`src/rtl/cardclk_pkg.sv`:
```
package cardclk_pkg;

    typedef logic [1:0] rsel_t;

    // Gray-ordered select codes: neighbours differ in one bit
    localparam rsel_t SEL_DIV8 = 2'b00;
    localparam rsel_t SEL_DIV4 = 2'b01;
    localparam rsel_t SEL_DIV2 = 2'b11;
    localparam rsel_t SEL_BYP  = 2'b10;

    localparam int MAX_DIV = 8;
    localparam int HALF_W  = $clog2(MAX_DIV);

    // Phase length minus one, in master cycles, for the divided modes
    function automatic logic [HALF_W-1:0] half_m1(input rsel_t s);
        logic [HALF_W-1:0] r;
        case (s)
            SEL_DIV8: r = HALF_W'(MAX_DIV / 2 - 1);
            SEL_DIV4: r = HALF_W'(MAX_DIV / 4 - 1);
            default:  r = '0;
        endcase
        return r;
    endfunction

    function automatic logic is_bypass(input rsel_t s);
        return s == SEL_BYP;
    endfunction

endpackage

```
`src/rtl/cardclk_sync.sv`:
```
module cardclk_sync #(
    parameter int W      = 2,
    parameter int STAGES = 2
) (
    input  logic         clk_i,
    input  logic         rst_ni,
    input  logic [W-1:0] d_i,
    output logic [W-1:0] q_o
);

    typedef struct packed {
        logic [STAGES-1:0][W-1:0] pipe;
    } sync_st_t;

    sync_st_t s_d, s_q;

    always_comb begin
        s_d = s_q;
        s_d.pipe[0] = d_i;
        for (int i = 1; i < STAGES; i++) begin
            s_d.pipe[i] = s_q.pipe[i-1];
        end
    end

    always_ff @(posedge clk_i or negedge rst_ni) begin
        if (!rst_ni) s_q <= '0;
        else         s_q <= s_d;
    end

    assign q_o = s_q.pipe[STAGES-1];

endmodule

```
`src/rtl/cardclk_ctrl.sv`:
```
module cardclk_ctrl
    import cardclk_pkg::*;
#(
    parameter int SYNC_STAGES = 2,
    parameter int SETTLE_CYC  = 8
) (
    input  logic  clk_i,
    input  logic  rst_ni,
    input  rsel_t sel_i,
    input  logic  boundary_i,
    output logic  apply_o,
    output rsel_t code_o,
    output logic  pend_o,
    output logic  armed_o
);

    localparam int WCNT_W = $clog2(SETTLE_CYC + 1);
    localparam int FILL_W = $clog2(SYNC_STAGES + 1);

    typedef struct packed {
        logic [FILL_W-1:0] fill;
        logic              armed;
        rsel_t             tgt;
        logic              pend;
        logic [WCNT_W-1:0] wcnt;
    } ctrl_st_t;

    ctrl_st_t s_d, s_q;

    always_comb begin
        s_d     = s_q;
        apply_o = 1'b0;
        if (!s_q.armed) begin
            // wait for the synchroniser to hold a real sample, then start
            if (s_q.fill == FILL_W'(SYNC_STAGES)) begin
                s_d.armed = 1'b1;
                s_d.tgt   = sel_i;
                apply_o   = 1'b1;
            end else begin
                s_d.fill = s_q.fill + 1'b1;
            end
        end else if (sel_i != s_q.tgt) begin
            // new or newer request: (re)start the settling wait
            s_d.tgt  = sel_i;
            s_d.pend = 1'b1;
            s_d.wcnt = '0;
        end else if (s_q.pend) begin
            if (s_q.wcnt == WCNT_W'(SETTLE_CYC)) begin
                if (boundary_i) begin
                    apply_o  = 1'b1;
                    s_d.pend = 1'b0;
                end
            end else begin
                s_d.wcnt = s_q.wcnt + 1'b1;
            end
        end
    end

    always_ff @(posedge clk_i or negedge rst_ni) begin
        if (!rst_ni) s_q <= '0;
        else         s_q <= s_d;
    end

    assign code_o  = s_q.armed ? s_q.tgt : sel_i;
    assign pend_o  = s_q.pend;
    assign armed_o = s_q.armed;

endmodule

```
`src/rtl/cardclk_phase.sv`:
```
module cardclk_phase
    import cardclk_pkg::*;
(
    input  logic  clk_i,
    input  logic  rst_ni,
    input  logic  apply_i,
    input  rsel_t code_i,
    output logic  boundary_o,
    output logic  div_o,
    output logic  bypass_o
);

    typedef struct packed {
        logic              run;
        logic              bypass;
        logic              div;
        logic [HALF_W-1:0] cnt;
        logic [HALF_W-1:0] hm1;
    } phase_st_t;

    phase_st_t s_d, s_q;

    // safe hand-over point: a low phase is on its last cycle, or bypass
    assign boundary_o = s_q.run &&
                        (s_q.bypass || (!s_q.div && (s_q.cnt == s_q.hm1)));

    always_comb begin
        s_d = s_q;
        if (apply_i) begin
            s_d.run    = 1'b1;
            s_d.bypass = is_bypass(code_i);
            s_d.div    = !is_bypass(code_i);
            s_d.cnt    = '0;
            s_d.hm1    = half_m1(code_i);
        end else if (s_q.run && !s_q.bypass) begin
            if (s_q.cnt == s_q.hm1) begin
                s_d.div = !s_q.div;
                s_d.cnt = '0;
            end else begin
                s_d.cnt = s_q.cnt + 1'b1;
            end
        end
    end

    always_ff @(posedge clk_i or negedge rst_ni) begin
        if (!rst_ni) s_q <= '0;
        else         s_q <= s_d;
    end

    assign div_o    = s_q.div;
    assign bypass_o = s_q.bypass;

endmodule

```
`src/rtl/cardclk_div.sv`:
```
module cardclk_div #(
    parameter int SYNC_STAGES = 2,
    parameter int SETTLE_CYC  = 8
) (
    input  logic clk_i,
    input  logic rst_ni,
    input  logic sel_a_i,
    input  logic sel_b_i,
    output logic clk_o,
    output logic chg_pend_o
);

    import cardclk_pkg::*;

    rsel_t sel_sync;
    rsel_t code_w;
    logic  apply_w;
    logic  boundary_w;
    logic  armed_w;
    logic  div_w;
    logic  bypass_w;

    cardclk_sync #(
        .W      ($bits(rsel_t)),
        .STAGES (SYNC_STAGES)
    ) u_sync (
        .clk_i  (clk_i),
        .rst_ni (rst_ni),
        .d_i    ({sel_a_i, sel_b_i}),
        .q_o    (sel_sync)
    );

    cardclk_ctrl #(
        .SYNC_STAGES (SYNC_STAGES),
        .SETTLE_CYC  (SETTLE_CYC)
    ) u_ctrl (
        .clk_i      (clk_i),
        .rst_ni     (rst_ni),
        .sel_i      (sel_sync),
        .boundary_i (boundary_w),
        .apply_o    (apply_w),
        .code_o     (code_w),
        .pend_o     (chg_pend_o),
        .armed_o    (armed_w)
    );

    cardclk_phase u_phase (
        .clk_i      (clk_i),
        .rst_ni     (rst_ni),
        .apply_i    (apply_w),
        .code_i     (code_w),
        .boundary_o (boundary_w),
        .div_o      (div_w),
        .bypass_o   (bypass_w)
    );

    // clock multiplexer model: both sources rise together at a hand-over
    assign clk_o = bypass_w ? clk_i : div_w;

endmodule

```
`config.mk`:
```
export PLATFORM = sky130hd
export DESIGN_NAME = cardclk_div
export DESIGN_NICKNAME = d
export VERILOG_FILES = /design/src/rtl/cardclk_pkg.sv /design/src/rtl/cardclk_sync.sv /design/src/rtl/cardclk_ctrl.sv /design/src/rtl/cardclk_phase.sv /design/src/rtl/cardclk_div.sv
export SDC_FILE = /design/constraint.sdc
export NUM_CORES = 1
export LEC_CHECK = 0
export CAP_MARGIN = 10
export CORE_ASPECT_RATIO = 0.9
export CORE_MARGIN = 3
export CORE_UTILIZATION = 30
export CTS_CLUSTER_DIAMETER = 40
export DETAILED_ROUTE_END_ITERATION = 7
export SLEW_MARGIN = 20
export SYNTH_ARGS = -nofsm -noshare
export SYNTH_HDL_FRONTEND = slang
export SYNTH_SLANG_ARGS = --single-unit
```
`constraint.sdc`:
```
create_clock -name clk_i -period 2.2 [get_ports clk_i]
set_clock_uncertainty 0.1 [all_clocks]
set_input_delay 0.44 -clock clk_i [delete_from_list [all_inputs] [get_ports clk_i]]
set_output_delay 0.44 -clock clk_i [all_outputs]
set_load 0.02 [all_outputs]
```
==> impl_results.md <==
- Status: finished, final reports clean
- Pleak: about 0.6 nW
- Post CTS Setup Buffer Count: 0
- Core area: roughly 3400 µm²
- CP bufs+invs: 3
- WL/cell: roughly 12 µm
- Placed cell area: about 1200 µm²
- # port buffers: 5
- Most frequent cells in the layout: dfrtp_1, nand2_1, inv_1, nor2_1
- Clk pwr share: between 40% and 50%
- Class of the worst hold path: flop to flop
- P_sw: between 300 and 400 µW
- Antenna Nets Post-Route: 0
- Proportion of layout cells with a drive suffix above 1: 18.7%
- Syn Area/Cell: about 11 µm²
- MaxCap Viol Count: 0
- Placer congestion estimate: between 0.8 and 0.9
- VDD IR-drop max: about 0.00037 V
- Post-Place Cells: ~140
- Stages on the worst setup path: 5
- Syn Nets: a little over 100
- Internal: around 930 µW
- DIE AREA: 4390 µm²
- CP endpoint kind: output port
- Crit-path slowest cell: buf_2
- CP delay by family, top: buffers and inverters
- DRT Wirelength: 1780 µm
- Sequential power share: about two fifths
- CP Launch Type: clock port
- Die height: about 63 µm
- PD cells: around 980 nW/µm²
- Worst-Skew Late Latency: around 0.37 ns
- Residual DRC: 0
- Post-cts hold buffer count: 0
- Gr usage total: 9.89%
- Slew @ Worst Pin: roughly 0.43 ns
- I/O pin count: 6
- Combinational Power Share: roughly 18%
- CP cell instances: clkbuf_8, clkbuf_8, nand2_1, nand2_1, buf_2
- DR iter-0 viols: 14
- Synth Cell Area: about 1100 µm²
- Antenna diode count: 0
- Cells after synthesis: 95
- Synth warn: 0
- Total grt overflow: 0
- Synth-to-layout area growth: 19.5%
- First-pass DRT Iterations: 6
- Design Power: 1.27 mW
- Fin area: between 1000 and 1500 µm²
- Row count: 20
- R2R Setup Slk: ~0.37 ns
- Via/cell ratio: ~4.7
- Post-layout net count: 116
- R2R Path Start: u_ctrl.s_q[0]
- Commonest non-fill, non-tap cell in the layout: dfrtp_1
- Hold_ws: around 0.25 ns
- WP data required: ~1.7 ns
- Crit-path max cell delay: around 0.15 ns
- HPWL Detailed: 1290 µm
- # setup viols final: 0
- First-pass GRT wire length: around 3200 µm
- Routed via count: about 700
- Critical Path Sink: clk_o
- Die W: roughly 70 µm
- Clock slew at reported path FFs: 0.08 ns
- Initial antenna violation count: 0
- Worst path arrival time: between 1.5 and 2 ns
- Fillers: 330
- Critical Setup Path Class: clock port to output port
- RSZ-0062 raised after global routing: no
- Starting Density: a little under a third
- R2r endpoint: u_phase.bypass_o
- CP Max Fanout: 2
- Final Hold Fails: 0
- Reg2reg path depth: 6
- CTS tree: done
- Critical Path Source: clk_i
- Seq/Total Area, Yosys: between 50% and 60%
- Relative slew slack: 71.0%
- Yosys cell types: 30
- Seq cells post-synth: 22
- Fin. max-slew vios: 0
- Final std cells w/o fill: 151
- Vias in the first global route: a little under 800
- Switching Share: between 20% and 30%
- Largest net degree at the start of global routing: 23
## cell usage after synthesis
cell | instances | area [µm²]
nand2_1 | 10 | 37.5
mux2_4 | 3 | 45.0
o31ai_4 | 1 | 21.3
ha_1 | 4 | 50.1
buf_4 | 1 | 7.51
a21o_1 | 1 | 7.51
mux2i_1 | 2 | 20.0
nand3_1 | 3 | 15.0
mux2_2 | 3 | 33.8
nor3_1 | 1 | 5.00
and2b_2 | 1 | 8.76
inv_1 | 7 | 26.3
and2_2 | 1 | 7.51
nand2b_1 | 3 | 18.8
and2_1 | 1 | 6.26
nor3b_2 | 1 | 12.5
o41ai_1 | 1 | 8.76
a21boi_0 | 2 | 15.0
nand4_1 | 1 | 6.26
nor2_1 | 7 | 26.3
xor2_1 | 6 | 52.6
dfrtp_1 | 22 | 551
a41oi_4 | 1 | 27.5
o21ai_0 | 4 | 20.0
nor2b_1 | 1 | 6.26
nand3b_1 | 2 | 15.0
or3_1 | 1 | 6.26
xnor2_1 | 2 | 17.5
nor4_1 | 1 | 6.26
o31ai_1 | 1 | 7.51
## flip-flops by register name, summed over array words and instances (netlist names)
signal,flops
u_phase.div_o,1
u_ctrl.s_q,8
u_ctrl.armed_o,1
u_sync.s_d,2
u_sync.q_o,2
u_ctrl.pend_o,1
u_phase.bypass_o,1
u_phase.s_q,6
## metal layers
metal / GRT usage [%] / vias up / wire length (µm)
met1: 9.95 / 356 / 768
met4: 4.39 / 0 / 0
li1: - / 343 / -
met3: 7.02 / 0 / 98
met5: 0 / - / 0
met2: 15.6 / 12 / 916
## cells by family after synthesis
family	after synthesis	synth area share, %
adder cells (fa/ha/maj)	4	4.60
flip-flops	22	50.6
AO/OA/AOI/OAI	11	9.89
buffers and inverters	8	3.10
XOR/XNOR	8	6.44
multiplexers	8	9.08
AND/OR/NAND/NOR	34	16.3
## power by group through the flow
stage          combinational [mW]  sequential, mW  clock, mW
2_1_floorplan               0.177           0.502     0.0194
6_report                    0.223           0.505      0.543
5_1_grt                     0.251           0.513      0.588
3_5_place_dp                0.226           0.513     0.0374
3_3_place_gp                0.216           0.509     0.0374
4_1_cts                     0.229           0.505      0.566
## worst min path at each step
stage                        startpoint             end  slack [ns]  depth (start not counted)
after detailed placement  u_sync.s_d[2]   u_sync.q_o[0]        0.24                          0
after global placement    u_sync.s_d[2]   u_sync.q_o[0]        0.23                          0
final                     u_sync.s_d[2]   u_sync.q_o[0]        0.25                          0
after floorplan                  rst_ni  u_ctrl.armed_o        0.04                          0
after CTS                 u_sync.s_d[2]   u_sync.q_o[0]        0.26                          0
after global routing      u_sync.s_d[3]   u_sync.q_o[1]        0.27                          0
## worst reg2reg max path, cell delays in order, from the launching register on
cell and delay (ns):
dfrtp_1 0.43, inv_1 0.08, ha_1 0.14, nand3b_1 0.13, nor3b_2 0.27, a41oi_4 0.23, mux2_4 0.34
## repair_timing
item / CTS / global route
endpoints found under the hold margin: 0 / 0
resized for setup: 4 / 0
endpoints found under the setup margin: 1 / 0
## metrics by stage
stage               setup TNS (ns)  util, %  worst slack, ns
finish                           0     38.0           0.0822
global route                     0     38.0           0.0219
CTS                              0     38.0           0.0694
detailed placement         -0.0466     34.8          -0.0466
global placement           -0.0462     34.8          -0.0462
floorplan                        0        -            0.385
## layout make-up
cell class,instances,area (µm²),area share [%]
tap,44,55.1,4.23
clock buffer,7,87.6,6.73
sequential,22,551,42.3
clock inverter,1,30.0,2.31
inverter,7,26.3,2.02
multi-input combinational,65,504,38.7
timing repair buffer,5,47.5,3.65
Note: power is estimated with default switching activity, not from simulation.
